File: config.mk
export PLATFORM = sky130hd
export DESIGN_NAME = rom_bank_ctrl
export DESIGN_NICKNAME = d
export VERILOG_FILES = /design/src/rtl/rom_bank_pkg.sv /design/src/rtl/rom_cfg_regs.sv /design/src/rtl/rom_bank_decode.sv /design/src/rtl/rom_latency.sv /design/src/rtl/rom_bank_ctrl.sv
export SDC_FILE = /design/constraint.sdc
export NUM_CORES = 1
export LEC_CHECK = 0
export BUFFER_PORTS_ARGS = -buffer_cell sky130_fd_sc_hd__buf_4
export CAP_MARGIN = 25
export CELL_PAD_IN_SITES_DETAIL_PLACEMENT = 0
export CELL_PAD_IN_SITES_GLOBAL_PLACEMENT = 2
export CORE_MARGIN = 4
export CORE_UTILIZATION = 33
export DETAILED_ROUTE_END_ITERATION = 10
export PLACE_DENSITY_LB_ADDON = 0.1
export RECOVER_POWER = 25
export SYNTH_ARGS = -nofsm -noshare
export SYNTH_HDL_FRONTEND = slang
export SYNTH_SLANG_ARGS = --single-unit
File: constraint.sdc
create_clock -name clk -period 3.8 [get_ports clk]
set_clock_uncertainty 0.2 [all_clocks]
set_input_delay 0.76 -clock clk [delete_from_list [all_inputs] [get_ports clk]]
set_output_delay 0.76 -clock clk [all_outputs]
set_load 0.05 [all_outputs]
File: src/rtl/rom_bank_pkg.sv
package rom_bank_pkg;

    localparam int FW_W       = 5;
    localparam int BW_W       = 4;
    localparam int WIDE_BASE  = 3;
    localparam int BYTE_BASE  = 2;
    localparam int WRITE_LAT  = 2;
    localparam int BEAT_BASE  = 2;
    localparam int CNT_W      = $clog2(WIDE_BASE + (1 << FW_W));

    localparam logic [1:0] SZ_BYTE = 2'b00;

    typedef enum logic [1:0] {
        ST_IDLE   = 2'd0,
        ST_ACCESS = 2'd1,
        ST_ERROR  = 2'd2
    } st_e;

    typedef struct packed {
        logic            burst_en;
        logic [BW_W-1:0] beat_wait;
        logic [FW_W-1:0] first_wait;
    } cfg_t;

    localparam int CFG_W = $bits(cfg_t);

endpackage

File: src/rtl/rom_cfg_regs.sv
module rom_cfg_regs
    import rom_bank_pkg::*;
(
    input  logic             clk,
    input  logic             rst_n,
    input  logic             wr_en,
    input  logic [CFG_W-1:0] wr_data,
    output cfg_t             cfg
);

    cfg_t cfg_d, cfg_q;

    always_comb begin
        cfg_d = cfg_q;
        if (wr_en) begin
            cfg_d = cfg_t'(wr_data);
        end
    end

    always_ff @(posedge clk or negedge rst_n) begin
        if (!rst_n) begin
            cfg_q.burst_en   <= 1'b0;
            cfg_q.beat_wait  <= '1;
            cfg_q.first_wait <= '1;
        end else begin
            cfg_q <= cfg_d;
        end
    end

    assign cfg = cfg_q;

endmodule

File: src/rtl/rom_bank_decode.sv
module rom_bank_decode #(
    parameter int ADDR_W    = 32,
    parameter int BANK_LOG2 = 23,
    parameter int NUM_BANKS = 2
) (
    input  logic [ADDR_W-BANK_LOG2-1:0] tag,
    output logic [NUM_BANKS-1:0]        sel,
    output logic                        hit
);

    localparam int TAG_W = ADDR_W - BANK_LOG2;
    localparam logic [TAG_W-1:0] TOP_TAG = '1;

    // Bank 0 owns the highest slice, each following bank the slice below it.
    for (genvar i = 0; i < NUM_BANKS; i++) begin : g_bank
        localparam logic [TAG_W-1:0] MY_TAG = TOP_TAG - TAG_W'(i);
        assign sel[i] = (tag == MY_TAG);
    end

    assign hit = |sel;

endmodule

File: src/rtl/rom_latency.sv
module rom_latency
    import rom_bank_pkg::*;
(
    input  cfg_t             cfg,
    input  logic             is_write,
    input  logic [1:0]       size,
    output logic [CNT_W-1:0] first_lat,
    output logic [CNT_W-1:0] later_lat
);

    logic [CNT_W-1:0] read_base;
    logic [CNT_W-1:0] read_lat;

    always_comb begin
        read_base = (size == SZ_BYTE) ? CNT_W'(BYTE_BASE) : CNT_W'(WIDE_BASE);
        read_lat  = read_base + CNT_W'(cfg.first_wait);
        first_lat = is_write ? CNT_W'(WRITE_LAT) : read_lat;
        later_lat = cfg.burst_en ? (CNT_W'(BEAT_BASE) + CNT_W'(cfg.beat_wait))
                                 : read_lat;
    end

endmodule

File: src/rtl/rom_bank_ctrl.sv
module rom_bank_ctrl
    import rom_bank_pkg::*;
#(
    parameter int ADDR_W    = 32,
    parameter int BANK_LOG2 = 23,
    parameter int NUM_BANKS = 2,
    parameter int BEATS     = 4,
    localparam int RA_W     = BANK_LOG2 - 2,
    localparam int TAG_W    = ADDR_W - BANK_LOG2
) (
    input  logic                 clk,
    input  logic                 rst_n,
    input  logic                 bus32,
    input  logic                 req_valid,
    output logic                 req_ready,
    input  logic [ADDR_W-1:0]    req_addr,
    input  logic                 req_write,
    input  logic [1:0]           req_size,
    input  logic                 req_burst,
    input  logic                 cfg_we,
    input  logic [CFG_W-1:0]     cfg_wdata,
    output logic [CFG_W-1:0]     cfg_rdata,
    output logic [NUM_BANKS-1:0] rom_cs,
    output logic [RA_W-1:0]      rom_addr,
    output logic                 rom_oe,
    output logic                 rom_we,
    output logic                 beat_ack,
    output logic                 beat_last,
    output logic                 err_ack
);

    localparam int BEAT_W = (BEATS > 1) ? $clog2(BEATS) : 1;
    localparam logic [BEAT_W-1:0] LAST_BEAT = BEAT_W'(BEATS - 1);

    typedef struct packed {
        st_e                  st;
        logic [CNT_W-1:0]     cnt;
        logic [BEAT_W-1:0]    beat;
        logic                 burst;
        logic                 wr;
        logic [NUM_BANKS-1:0] cs;
        logic [RA_W-1:0]      ra;
        logic [CNT_W-1:0]     later;
    } ctl_t;

    ctl_t s_d, s_q;

    cfg_t                 cfg;
    logic [NUM_BANKS-1:0] bank_sel;
    logic                 bank_hit;
    logic [CNT_W-1:0]     first_lat;
    logic [CNT_W-1:0]     later_lat;
    logic [RA_W-1:0]      start_ra;
    logic                 is_burst;
    logic                 at_zero;
    logic                 final_beat;
    logic                 unused_addr_bits;

    rom_cfg_regs u_cfg (
        .clk     (clk),
        .rst_n   (rst_n),
        .wr_en   (cfg_we),
        .wr_data (cfg_wdata),
        .cfg     (cfg)
    );

    rom_bank_decode #(
        .ADDR_W    (ADDR_W),
        .BANK_LOG2 (BANK_LOG2),
        .NUM_BANKS (NUM_BANKS)
    ) u_dec (
        .tag (req_addr[ADDR_W-1:BANK_LOG2]),
        .sel (bank_sel),
        .hit (bank_hit)
    );

    rom_latency u_lat (
        .cfg       (cfg),
        .is_write  (req_write),
        .size      (req_size),
        .first_lat (first_lat),
        .later_lat (later_lat)
    );

    assign unused_addr_bits = ^req_addr[1:0];

    // Fold the byte address into word address bits for the selected bus width.
    always_comb begin
        if (bus32) begin
            start_ra = req_addr[BANK_LOG2-1:2];
        end else begin
            start_ra = {1'b0, req_addr[BANK_LOG2-1:3]};
        end
        is_burst = req_burst && !req_write;
        if (is_burst) begin
            start_ra[BEAT_W-1:0] = '0;
        end
    end

    assign at_zero    = (s_q.cnt == '0);
    assign final_beat = !s_q.burst || (s_q.beat == LAST_BEAT);

    always_comb begin
        s_d = s_q;
        unique case (s_q.st)
            ST_IDLE: begin
                if (req_valid) begin
                    if (bank_hit) begin
                        s_d.st    = ST_ACCESS;
                        s_d.cs    = bank_sel;
                        s_d.wr    = req_write;
                        s_d.burst = is_burst;
                        s_d.beat  = '0;
                        s_d.cnt   = first_lat - CNT_W'(1);
                        s_d.later = later_lat;
                        s_d.ra    = start_ra;
                    end else begin
                        s_d.st = ST_ERROR;
                        s_d.cs = '0;
                    end
                end
            end
            ST_ACCESS: begin
                if (!at_zero) begin
                    s_d.cnt = s_q.cnt - CNT_W'(1);
                end else if (final_beat) begin
                    s_d.st = ST_IDLE;
                    s_d.cs = '0;
                end else begin
                    s_d.beat              = s_q.beat + BEAT_W'(1);
                    s_d.ra[BEAT_W-1:0]    = s_q.beat + BEAT_W'(1);
                    s_d.cnt               = s_q.later - CNT_W'(1);
                end
            end
            ST_ERROR: begin
                s_d.st = ST_IDLE;
            end
            default: begin
                s_d.st = ST_IDLE;
                s_d.cs = '0;
            end
        endcase
    end

    always_ff @(posedge clk or negedge rst_n) begin
        if (!rst_n) begin
            s_q <= '{st: ST_IDLE, default: '0};
        end else begin
            s_q <= s_d;
        end
    end

    assign req_ready = (s_q.st == ST_IDLE);
    assign cfg_rdata = cfg;
    assign rom_cs    = s_q.cs;
    assign rom_addr  = s_q.ra;
    assign rom_oe    = (s_q.st == ST_ACCESS) && !s_q.wr;
    assign rom_we    = (s_q.st == ST_ACCESS) && s_q.wr;
    assign beat_ack  = (s_q.st == ST_ACCESS) && at_zero;
    assign beat_last = beat_ack && final_beat;
    assign err_ack   = (s_q.st == ST_ERROR);

endmodule

==> metrics.md <==
| Metric | Value |
|---|---|
| Run status | `completed` |
| Setup crit end | `beat_last` |
| Worst Path Required | `2.84 ns` |
| I/O pins | `90` |
| Worst R2R Path Depth | `8` |
| CP top delay family | `simple AND/OR/NAND/NOR gates` |
| Die H | `104 um` |
| Sw Pwr | `474 uW` |
| Clk pwr share | `30.1%` |
| Gr ovfl total | `0` |
| Ys flop type | `dfrtp_1` |
| Maxcap violations | `0` |
| Power Dens Cells | `403 nW/um^2` |
| Syn Area/Cell | `9.64 um^2` |
| Slowest cell on the critical path | `or4_4` |
| Cells after Synth | `313` |
| Number of global-route vias before repair | `2413` |
| Dpl hpwl | `5.46 mm` |
| Post-CTS Hold Buffers | `0` |
| Critical Path Start Type | `register` |
| Diode count | `0` |
| Period Utilization, post-route | `80.6%` |
| CP Capture Type | `output pin` |
| Worst IR Drop VDD | `0.000213 V` |
| Mapped Nets | `370` |
| GRT Overall Usage | `13.7%` |
| Combinational power share | `26.3%` |
| Cell internal pwr | `1020 uW` |
| CTS max path bufs | `2` |
| Placed Area | `3590 um^2` |
| CP Buf/Inv Count | `1` |
| R2r endpoint | `s_q[38]$_DFFE_PN0P_` |
| Pleak | `0.00176 uW` |
| Sw Share | `31.7%` |
| R2r setup slk | `1.10 ns` |
| RSZ-0062 raised after global routing | `no` |
| Final hold vios | `0` |
| Synth top area cells | `dfrtp_1 35%, dfstp_2 7.8%, mux2i_1 7.3%` |
| FFs w/ async S/R, synth | `100%` |
| Final setup vio count | `0` |
| Register share of total power | `43.6%` |
| Setup Crit Path Kind | `reg2out` |
| Worst setup path startpoint | `s_q[34]$_DFFE_PN0P_` |
| Design Area, Final | `3710 um^2` |
| Number of synthesized flops with an enable pin | `0` |
| Synth area leader | `dfrtp_1` |
| Crit path max fanout | `5` |
| Latest clock arrival within the worst-skew pair | `0.30 ns` |
| Yosys warning count | `0` |
| Nets@finish | `428` |
| GP Congestion | `0.762` |
| Reg2reg start | `u_cfg.cfg[0]$_DFFE_PN1P_` |
| Row cnt | `34` |
| Most common cell after layout, fill and taps aside | `buf_4` |
| Vias per cell | `4.88` |
| HP Class | `reg2reg` |
| Distinct cells, synth | `58` |
| Pre-antenna DRT Iters | `4` |
| Pins over their slew limit | `0` |
| Antenna violations before repair | `0` |
| Vias | `2342` |
| Reg clk slew, reported paths | `0.09 ns` |
| CP peak stage delay | `0.60 ns` |
| H-Tree Depth | `2` |
| DRC viols | `0` |
| Largest net degree at the start of global routing | `52` |
| Die area | `10700 um^2` |
| Layout cells sized above 1 | `33.6%` |
| CTS buffer count | `5` |
| Fmax | `0.327 GHz` |
| Worst path depth | `4` |
| Routed Antenna Nets | `0` |
| Util after Layout | `42.2%` |
| DRT Wirelength | `7.29 mm` |
| Crit path arrival time | `2.10 ns` |
| Starting Density | `34.3%` |
| CP cell instances | `or4_4 > nor4_2 > nor2b_1 > buf_4` |
| Most frequent cells in the layout | `87 x buf_4, 42 x dfrtp_1, 39 x nand2_1` |
| Filler cells | `894` |
| Headroom to the max-slew limit | `12.1%` |
| # port buffers | `87` |
| Final min period | `3.06 ns` |
| Setup Buffers After CTS | `0` |
| Root Buffer | `clkbuf_8` |
| Register area share after synthesis | `42.7%` |
| Wire per inst | `15.2 um` |
| Global-route wire length before repair | `12.2 mm` |
| Synth Cell Area | `3020 um^2` |
| Synthesis-stage register bit count | `51` |
| Core area | `8810 um^2` |
| CTS tree | `yes` |
| Area Growth Syn to Fin | `23.1%` |
| Clock Sinks | `51` |
| Worst Tran Pin Value | `1.32 ns` |
| CTS resizes | `0` |
| Final setup TNS | `0 ns` |
| Chip width | `104 um` |
| Synth top area share | `34.8%` |
| 1st-iter DRT viols | `57` |
## kinds of logic after synthesis
group | after synthesis | synth area share, %
muxes | 35 | 12.1
AOI/OAI and AO/OA | 63 | 13.4
adders and majority gates | 6 | 2.49
buffers and inverters | 42 | 8.46
and+or+nand+nor | 108 | 18.5
xor gates and xnor gates | 8 | 2.32
DFF | 51 | 42.7
## Yosys cell counts, types with 3 or more instances
library cell	number
dfrtp_1	42
mux2_2	11
ha_1	6
inv_1	3
nor2_1	20
dfstp_2	9
nand2b_1	5
buf_4	23
and2_1	3
or3_1	5
xor2_1	5
nor2b_1	9
nand2_1	39
nor3_1	3
o21ai_0	8
o21ai_1	28
buf_2	3
nand4_1	3
clkbuf_1	9
a21oi_1	5
nand3_1	3
mux2i_1	22
xnor2_1	3
nor3b_1	4
## metal layers
| metal | GRT usage [%] | vias up | routed length, um |
|---|---|---|---|
| li1 | - | 1198 | - |
| met1 | 17.9 | 1074 | 3420 |
| met2 | 22.8 | 61 | 3390 |
| met3 | 3.54 | 9 | 398 |
| met4 | 3.13 | 0 | 81 |
| met5 | 0 | - | 0 |
## registers in the layout, indices dropped and copies added (netlist names)
name       count
rom_addr      21
s_q           18
u_cfg.cfg     10
rom_cs         2
## cell type report
type	count	area, um^2	area share, %
multi-input combinational	220	1480	39.9
sequential	51	1290	34.7
timing repair buffer	89	662	17.8
tap	108	135	3.64
clock buffer	6	72.6	1.95
clock inverter	2	60.1	1.62
inverter	4	15.0	0.404
## stage by stage
stage / hold slack (ns) / power [uW] / worst slack (ns) / cells
6_report: 0.280 / 1500 / 0.739 / 480
5_1_grt: 0.320 / 1590 / 0.635 / 480
4_1_cts: 0.289 / 1520 / 0.741 / 480
3_5_place_dp: 0.266 / 1060 / 0.563 / 472
3_3_place_gp: 0.253 / 1060 / 0.586 / 472
2_1_floorplan: 0.240 / 932 / 0.0449 / 313
## worst min path at each step
stage                              from                  endpoint  slack [ns]  cells past startpoint
2_1_floorplan  rom_addr[20]$_DFFE_PN0P_  rom_addr[20]$_DFFE_PN0P_        0.24                      2
3_3_place_gp   rom_addr[20]$_DFFE_PN0P_  rom_addr[20]$_DFFE_PN0P_        0.25                      2
3_5_place_dp   rom_addr[20]$_DFFE_PN0P_  rom_addr[20]$_DFFE_PN0P_        0.27                      2
4_1_cts        rom_addr[20]$_DFFE_PN0P_  rom_addr[20]$_DFFE_PN0P_        0.29                      2
5_1_grt         rom_addr[3]$_DFFE_PN0P_   rom_addr[3]$_DFFE_PN0P_        0.32                      2
6_report       rom_addr[20]$_DFFE_PN0P_  rom_addr[20]$_DFFE_PN0P_        0.28                      2
## worst reg2reg max path, stage by stage (launching register included)
cell and delay [ns]:
dfstp_2 0.56, ha_1 0.23, inv_1 0.06, ha_1 0.33, or3b_1 0.40, o22ai_1 0.12, a21oi_1 0.10, a2111oi_2 0.46
a311o_1 0.19
## power groups by stage
stage | registers (uW) | logic, uW | clock network [uW]
floorplan | 678 | 254 | 0
global placement | 661 | 398 | 0
detailed placement | 662 | 398 | 0
CTS | 652 | 401 | 471
global route | 661 | 437 | 490
finish | 652 | 394 | 450
No activity file was read; power rests on OpenSTA's default activity.
